[config.mk]
export PLATFORM = sky130hd
export DESIGN_NAME = setpt_ctrl
export DESIGN_NICKNAME = d
export VERILOG_FILES = /design/src/rtl/setpt_pkg.sv /design/src/rtl/setpt_sync.sv /design/src/rtl/setpt_decode.sv /design/src/rtl/setpt_counter.sv /design/src/rtl/setpt_ctrl.sv
export SDC_FILE = /design/constraint.sdc
export NUM_CORES = 1
export LEC_CHECK = 0
export BUFFER_PORTS_ARGS = -buffer_cell sky130_fd_sc_hd__buf_4
export CAP_MARGIN = 10
export CORE_AREA = 2 2 39 41
export CTS_CLUSTER_SIZE = 40
export DETAILED_ROUTE_END_ITERATION = 8
export DIE_AREA = 0 0 41 43
export GPL_ROUTABILITY_DRIVEN = 0
export PLACE_DENSITY = 0.57
export SLEW_MARGIN = 40
export SYNTH_ARGS = -nofsm -noshare
export SYNTH_HDL_FRONTEND = slang
export SYNTH_SLANG_ARGS = --single-unit
[constraint.sdc]
create_clock -name clk -period 1.75 [get_ports clk]
set_clock_uncertainty 0.1 [all_clocks]
set_input_delay 0.0875 -clock clk [delete_from_list [all_inputs] [get_ports clk]]
set_output_delay 0.0875 -clock clk [all_outputs]
set_load 0.05 [all_outputs]
[src/rtl/setpt_pkg.sv]
package setpt_pkg;

   // Counter action decoded from the synchronized lines.
   typedef enum logic [1:0] {
      ACT_HOLD = 2'd0,
      ACT_STEP = 2'd1,
      ACT_MID  = 2'd2
   } setpt_act_e;

   // Code one half of the way up a counter of the given width.
   function automatic int unsigned mid_of(input int unsigned width);
      return 1 << (width - 1);
   endfunction

endpackage

[src/rtl/setpt_sync.sv]
module setpt_sync #(
   parameter int unsigned WIDTH  = 2,
   parameter int unsigned STAGES = 2,
   parameter logic [WIDTH-1:0] RST_VAL = '0
) (
   input  logic             clk,
   input  logic             rst,
   input  logic [WIDTH-1:0] d_async,
   output logic [WIDTH-1:0] q_sync
);

   if (STAGES < 2) begin : g_bad_stages
      $error("setpt_sync: STAGES must be at least 2");
   end

   logic [WIDTH-1:0] chain [STAGES];

   for (genvar s = 0; s < STAGES; s++) begin : g_stage
      if (s == 0) begin : g_first
         always_ff @(posedge clk or posedge rst) begin
            if (rst) chain[s] <= RST_VAL;
            else     chain[s] <= d_async;
         end
      end else begin : g_next
         always_ff @(posedge clk or posedge rst) begin
            if (rst) chain[s] <= RST_VAL;
            else     chain[s] <= chain[s-1];
         end
      end
   end

   assign q_sync = chain[STAGES-1];

endmodule

[src/rtl/setpt_decode.sv]
module setpt_decode
   import setpt_pkg::*;
(
   input  logic       clk,
   input  logic       rst,
   input  logic       mode_s,
   input  logic       step_s,
   output setpt_act_e act,
   output logic       run_q
);

   logic step_prev;
   logic step_rise;

   always_ff @(posedge clk or posedge rst) begin
      if (rst) step_prev <= 1'b0;
      else     step_prev <= step_s;
   end

   assign step_rise = step_s & ~step_prev;

   // Mode low with step high wins over any edge (reload before step).
   always_comb begin
      act = ACT_HOLD;
      if (!mode_s) begin
         if (step_s) act = ACT_MID;
      end else if (step_rise) begin
         act = ACT_STEP;
      end
   end

   // Running unless both lines are low; reset leaves the block running.
   always_ff @(posedge clk or posedge rst) begin
      if (rst) run_q <= 1'b1;
      else     run_q <= mode_s | step_s;
   end

   // a held step line yields no second step
   assert_single_step_R2: assert property (@(posedge clk) disable iff (rst)
      (act == ACT_STEP) |=> (act != ACT_STEP));

endmodule

[src/rtl/setpt_counter.sv]
module setpt_counter
   import setpt_pkg::*;
#(
   parameter int unsigned CODE_W = 6
) (
   input  logic              clk,
   input  logic              rst,
   input  setpt_act_e        act,
   output logic [CODE_W-1:0] code_q
);

   localparam logic [CODE_W-1:0] MID_CODE = CODE_W'(mid_of(CODE_W));
   localparam logic [CODE_W-1:0] ONE      = CODE_W'(1);

   logic [CODE_W-1:0] code_d;

   always_comb begin
      unique case (act)
         ACT_STEP: code_d = code_q + ONE;
         ACT_MID:  code_d = MID_CODE;
         default:  code_d = code_q;
      endcase
   end

   always_ff @(posedge clk or posedge rst) begin
      if (rst) code_q <= MID_CODE;
      else     code_q <= code_d;
   end

   assert_step_plus_one_R2: assert property (@(posedge clk) disable iff (rst)
      (act == ACT_STEP) |=> (code_q == CODE_W'($past(code_q) + 1)));

   assert_wrap_to_zero_R6: assert property (@(posedge clk) disable iff (rst)
      (act == ACT_STEP && (&code_q)) |=> (code_q == '0));

   assert_hold_keeps_R4: assert property (@(posedge clk) disable iff (rst)
      (act == ACT_HOLD) |=> $stable(code_q));

endmodule

[src/rtl/setpt_ctrl.sv]
module setpt_ctrl
   import setpt_pkg::*;
#(
   parameter int unsigned CODE_W      = 6,
   parameter int unsigned SYNC_STAGES = 2
) (
   input  logic              clk,
   input  logic              rst,
   input  logic              step_in,
   input  logic              mode_in,
   output logic [CODE_W-1:0] code,
   output logic              run_en
);

   localparam logic [CODE_W-1:0] MID_CODE = CODE_W'(mid_of(CODE_W));

   if (CODE_W < 2 || CODE_W > 16) begin : g_bad_width
      $error("setpt_ctrl: CODE_W must lie in 2..16");
   end
   if (SYNC_STAGES < 2 || SYNC_STAGES > 4) begin : g_bad_sync
      $error("setpt_ctrl: SYNC_STAGES must lie in 2..4");
   end

   logic [1:0] pins_s;
   logic       mode_s;
   logic       step_s;
   setpt_act_e act;

   setpt_sync #(
      .WIDTH  (2),
      .STAGES (SYNC_STAGES),
      .RST_VAL(2'b00)
   ) u_sync (
      .clk    (clk),
      .rst    (rst),
      .d_async({mode_in, step_in}),
      .q_sync (pins_s)
   );

   assign mode_s = pins_s[1];
   assign step_s = pins_s[0];

   setpt_decode u_dec (
      .clk   (clk),
      .rst   (rst),
      .mode_s(mode_s),
      .step_s(step_s),
      .act   (act),
      .run_q (run_en)
   );

   setpt_counter #(.CODE_W(CODE_W)) u_cnt (
      .clk   (clk),
      .rst   (rst),
      .act   (act),
      .code_q(code)
   );

   assert_reload_mid_R3: assert property (@(posedge clk) disable iff (rst)
      (!mode_s && step_s) |=> (code == MID_CODE && run_en));

   assert_shutdown_R4: assert property (@(posedge clk) disable iff (rst)
      (!mode_s && !step_s) |=> (!run_en && code == $past(code)));

   assert_step_low_hold_R5: assert property (@(posedge clk) disable iff (rst)
      (!step_s) |=> (code == $past(code)));

   assert_mode_high_runs_R7: assert property (@(posedge clk) disable iff (rst)
      mode_s |=> run_en);

endmodule

# [Word level (Yosys, flattened, before mapping)]
# Index checks and enable logic that the tools add are counted.
# Widths: inputs -> output; s select.
[word_totals] register_bits=12 wordCells=16
[classes] n_addsub=1 eq_ne=2 muxes=4 bitwise=3 reduce_logical=1
[op_table] cell="$pmux 6 s2" n=1
[op_table] cell="$add 6x1->6 const B" n=1
[op_table] cell="$mux 2" n=2
[op_table] cell="$eq 2x1->1 const B" n=1
[op_table] cell="$eq 2x2->1 const B" n=1
[op_table] cell="$reduce_bool 2->1" n=1
[op_table] cell="$and 1x1->1" n=1
[op_table] cell="$mux 1" n=1
[op_table] cell="$not 1->1" n=1
[op_table] cell="$or 1x1->1" n=1

# [Depth between registers and ports, before layout]
[depth] depth_word=6 ltp_mapped=4 ltp_nobuf=4

# [Cells and area by module]
# A second synthesis with hierarchy kept.
[hier_totals] cells_unflattened=47 hier_area_um2=516.7
[modules_own_cells] mod="setpt_counter" instances=1 cells_per_inst=34 area_each_um2=317.8
[modules_own_cells] mod="setpt_sync" instances=1 cells_per_inst=7 area_each_um2=118.9
[modules_own_cells] mod="setpt_decode" instances=1 cells_per_inst=6 area_each_um2=80.1

# [Least setup slack after synthesis]
# Ideal clock, no wire load.
[synth_path] kind="register to register" from="register u_cnt.code_q[0]" to="register u_cnt.code_q[2]" arrival_ns=1.370 required_ns=1.529 slack_ns=0.159 stages_incl_launch_ff=5 n_path_buf=0 synth_period_minus_slack_ns=1.591 path_cell_list="dfrtp_1 ha_1 and2b_1 o21ai_0 a22o_2"
[synth_via] elab_chain_len=2
[synth_lines] item="start: declaration" line="setpt_counter.sv:9" rtl="output logic [CODE_W-1:0] code_q"
[synth_lines] item="start signal: assignment" line="setpt_counter.sv:27" rtl="else code_q <= code_d;"
[synth_lines] item="$add 6x1->6" line="setpt_counter.sv:19" rtl="ACT_STEP: code_d = code_q + ONE;"
[synth_lines] item="$pmux 6 s2" line="setpt_counter.sv:18" rtl="unique case (act)"
# No other way between the ends.
# A chain may end at the register's enable or synchronous reset.

# [Worst setup path after layout]
[layout_path] from="register u_cnt.code_q[1]" to="register u_cnt.code_q[2]"
# The elaborated chain is that of the path after synthesis.

==> metrics.yaml <==
timing:
  hold_viol_final: 0
  timing.slew.headroom_pct: 70.2
  fin_setup_tns_ns: 0
  setup_viol: 0
  layout_min_cycle_time_ns: 1.33
  worst_slack_ns: 0.422
  slew_viol_final: 0
  worstMarginPinSlew_ns: 0.447
  fmax_mhz: 753
  post-route-period-util_pct: 75.9
  rsz0062_at_grt: "no"
clock_tree:
  clock_latency_ns: 0.28
  clk_pin_slew_ns: 0.07
  tritoncts: "yes"
  root_buffer: "clkbuf_4"
  numCtsBuffers: 3
  htreeDepth: 1
  clk_path_buf_depth: 2
  post_cts_resized: 0
  cts.sinks: 12
pwr:
  power_leakage_nw: 0.333
  vdd_ir_drop_max_mv: 0.505
  p_per_area_nw_per_um2: 905
setup_path:
  required_ns: 1.82
  cp_top_family: "flip-flops"
  worstPathMaxFanout: 4
  rr_worst_depth: 4
  worst_ep_arrival_time_ns: 1.40
  worstReg2RegEnd: "u_cnt.code_q[2]$_DFFE_PP0P_"
  worst-setup-path-type: "flop to flop"
  worst-path-buf-inv: 0
  end_kind: "flop"
  timing.reg2reg.setup_slack_ns: 0.42
  max_stage_delay_ns: 0.44
  start_kind: "flop"
  cp_cell_sequence: "ha_1 > and2b_1 > o21ai_0 > a22o_2"
  r2r-start: "u_cnt.code_q[1]$_DFFE_PP0P_"
  crit_slowest_cell: "dfrtp_1"
synth:
  ys_ff_latch: 12
  synth_top_family_by_area: "simple AND/OR/NAND/NOR gates"
  yosysSeqAreaShare_pct: 58.6
  syn_avg_cell_area_um2: 11.7
  yosys.area_share.adder_pct: 2.42
  yosys.area_share.simple_pct: 23.0
  mappedNetlistNets: 49
  yosys.area_share.xor_xnor_pct: 0
  async_flop_share_pct: 100
  synth_edf_count: 0
  synth.area.mux_share_pct: 2.18
  synth_cells: 44
  syn_area_um2: 517
  yosys_warnings: 0
  synth_compound_area_share_pct: 9.20
  synthDistinctLibCells: 23
  synth-main-ff-cell: "dfrtp_1"
grt:
  grtUsageTotal_pct: 13.7
  grt_pass1_wl_mm: 1.54
  antenna_found_initial: 0
  grt_max_degree: 13
  grt.overflow.total: 0
  grt_pass1_vias: 375
floorplan:
  die_y_um: 43
  io_pins: 11
  core_um2: 1380
  die-area_um2: 1760
  placementRows: 14
  dieWidth_um: 41
  start_util_pct: 37.3
placement:
  dpl_cell_area_um2: 599
  post-place-ws_ns: 0.432
  io_buffers: 10
  dp.cells: 68
detailed_routing:
  first_iter_violations: 4
  drt_wl_total_um: 857
  wl_per_cell_um: 11.4
  firstDrtPassIters: 4
  vias: 372
  drc: 0
  final_antenna_net_count: 0
  via_per_inst: 4.96
cells_and_area:
  antennaDiodeCount: 0
  final_nets: 65
  fin_area_um2: 656
  drive_gt1_share_pct: 32.2
  area_growth_pct: 26.9
  stdcell_count: 75
min_path:
  worstHoldEndpoint: "u_sync.q_sync[1]$_DFF_PP0_"
  hold_path_depth: 0
  min_from: "u_sync.chain[3]$_DFF_PP0_"
  min_path_type: "flop to flop"
status:
  status: "finished, final reports clean"
flow_run:
  maxCapViolations: 0
[cell usage in the layout (no fill, tap or decap), types with 2 or more instances in the layout]
cell	netlist	layout
buf_4	1	10
clkbuf_4	0	3
and2b_1	2	2
inv_1	3	3
dlygate4sd3_1	0	3
dfrtp_1	10	10
dfstp_2	2	2
nor3_1	2	2
nand3_1	3	3
nand2_1	4	4
nor2_1	3	3
[report_power, final]
| group | internal (W) | switching (W) | leakage [nW] |
|---|---|---|---|
| sequential | 0.000297 | 0.0000199 | 0.148 |
| combinational | 0.0000368 | 0.0000568 | 0.171 |
| clock | 0.0000885 | 0.0000948 | 0.0150 |
| total | 0.000422 | 0.000171 | 0.333 |
[what timing repair did]
action / CTS / global route
hold buffers: 3 / 0
endpoints found under the hold margin: 12 / 0
buffers inserted: 0 / 0
[final cells by class]
class	count	area, um2
Inverter	3	11.3
Clock buffer	4	26.3
Multi-Input combinational cell	27	190
Tap cell	16	20.0
Sequential cell	12	303
Timing Repair Buffer	13	105
Fill cell	123	728
[metrics by stage]
stage                     util [%]  total power [W]  hold WS, ns
after floorplan                  -         0.000385       -0.149
after global placement        43.3         0.000411       0.0251
after detailed placement      43.3         0.000411       0.0216
after CTS                     47.4         0.000601        0.252
after global routing          47.4         0.000623        0.265
final                         47.4         0.000593        0.251
[registers in the layout, indices dropped and copies added (netlist names)]
name / flops
u_dec.step_prev: 1
u_dec.run_q: 1
u_sync.chain: 2
u_cnt.code_q: 6
u_sync.q_sync: 2
[routing by layer]
metal / part of all wire, % / vias to the layer above / wire length (um) / global-route usage [%]
met5: 0 / - / 0 / 0
li1: - / 181 / - / -
met2: 45 / 10 / 382 / 17.5
met3: 7.8 / 4 / 67 / 9.95
met1: 45 / 177 / 385 / 17.1
met4: 2.5 / 0 / 21 / 6.00
[synthesized netlist by cell type (2+ instances only)]
master	instances	area, um2
and2b_1	2	15.0
dfrtp_1	10	250
dfstp_2	2	52.6
inv_1	3	11.3
nand2_1	4	15.0
nand3_1	3	15.0
nor2_1	3	11.3
nor3_1	2	10.0
[cells by family (layout without fill, tap and decap cells)]
family | count (synthesis) | in the layout
compound gates | 6 | 6
fa+ha+maj | 1 | 1
mux | 1 | 1
simple gates | 19 | 19
buf+inv | 5 | 20
flops | 12 | 12
[worst max path at each step]
stage	start	endpoint	slack (ns)	cells past startpoint
2_1_floorplan	u_cnt.code_q[0]$_DFFE_PP0P_	u_cnt.code_q[2]$_DFFE_PP0P_	0.16	4
3_3_place_gp	u_cnt.code_q[0]$_DFFE_PP0P_	u_cnt.code_q[2]$_DFFE_PP0P_	0.46	4
3_5_place_dp	u_cnt.code_q[0]$_DFFE_PP0P_	u_cnt.code_q[2]$_DFFE_PP0P_	0.43	4
4_1_cts	u_cnt.code_q[1]$_DFFE_PP0P_	u_cnt.code_q[2]$_DFFE_PP0P_	0.41	4
5_1_grt	u_cnt.code_q[1]$_DFFE_PP0P_	u_cnt.code_q[2]$_DFFE_PP0P_	0.34	4
6_report	u_cnt.code_q[1]$_DFFE_PP0P_	u_cnt.code_q[2]$_DFFE_PP0P_	0.42	4
Note: power is estimated with default switching activity, not from simulation.
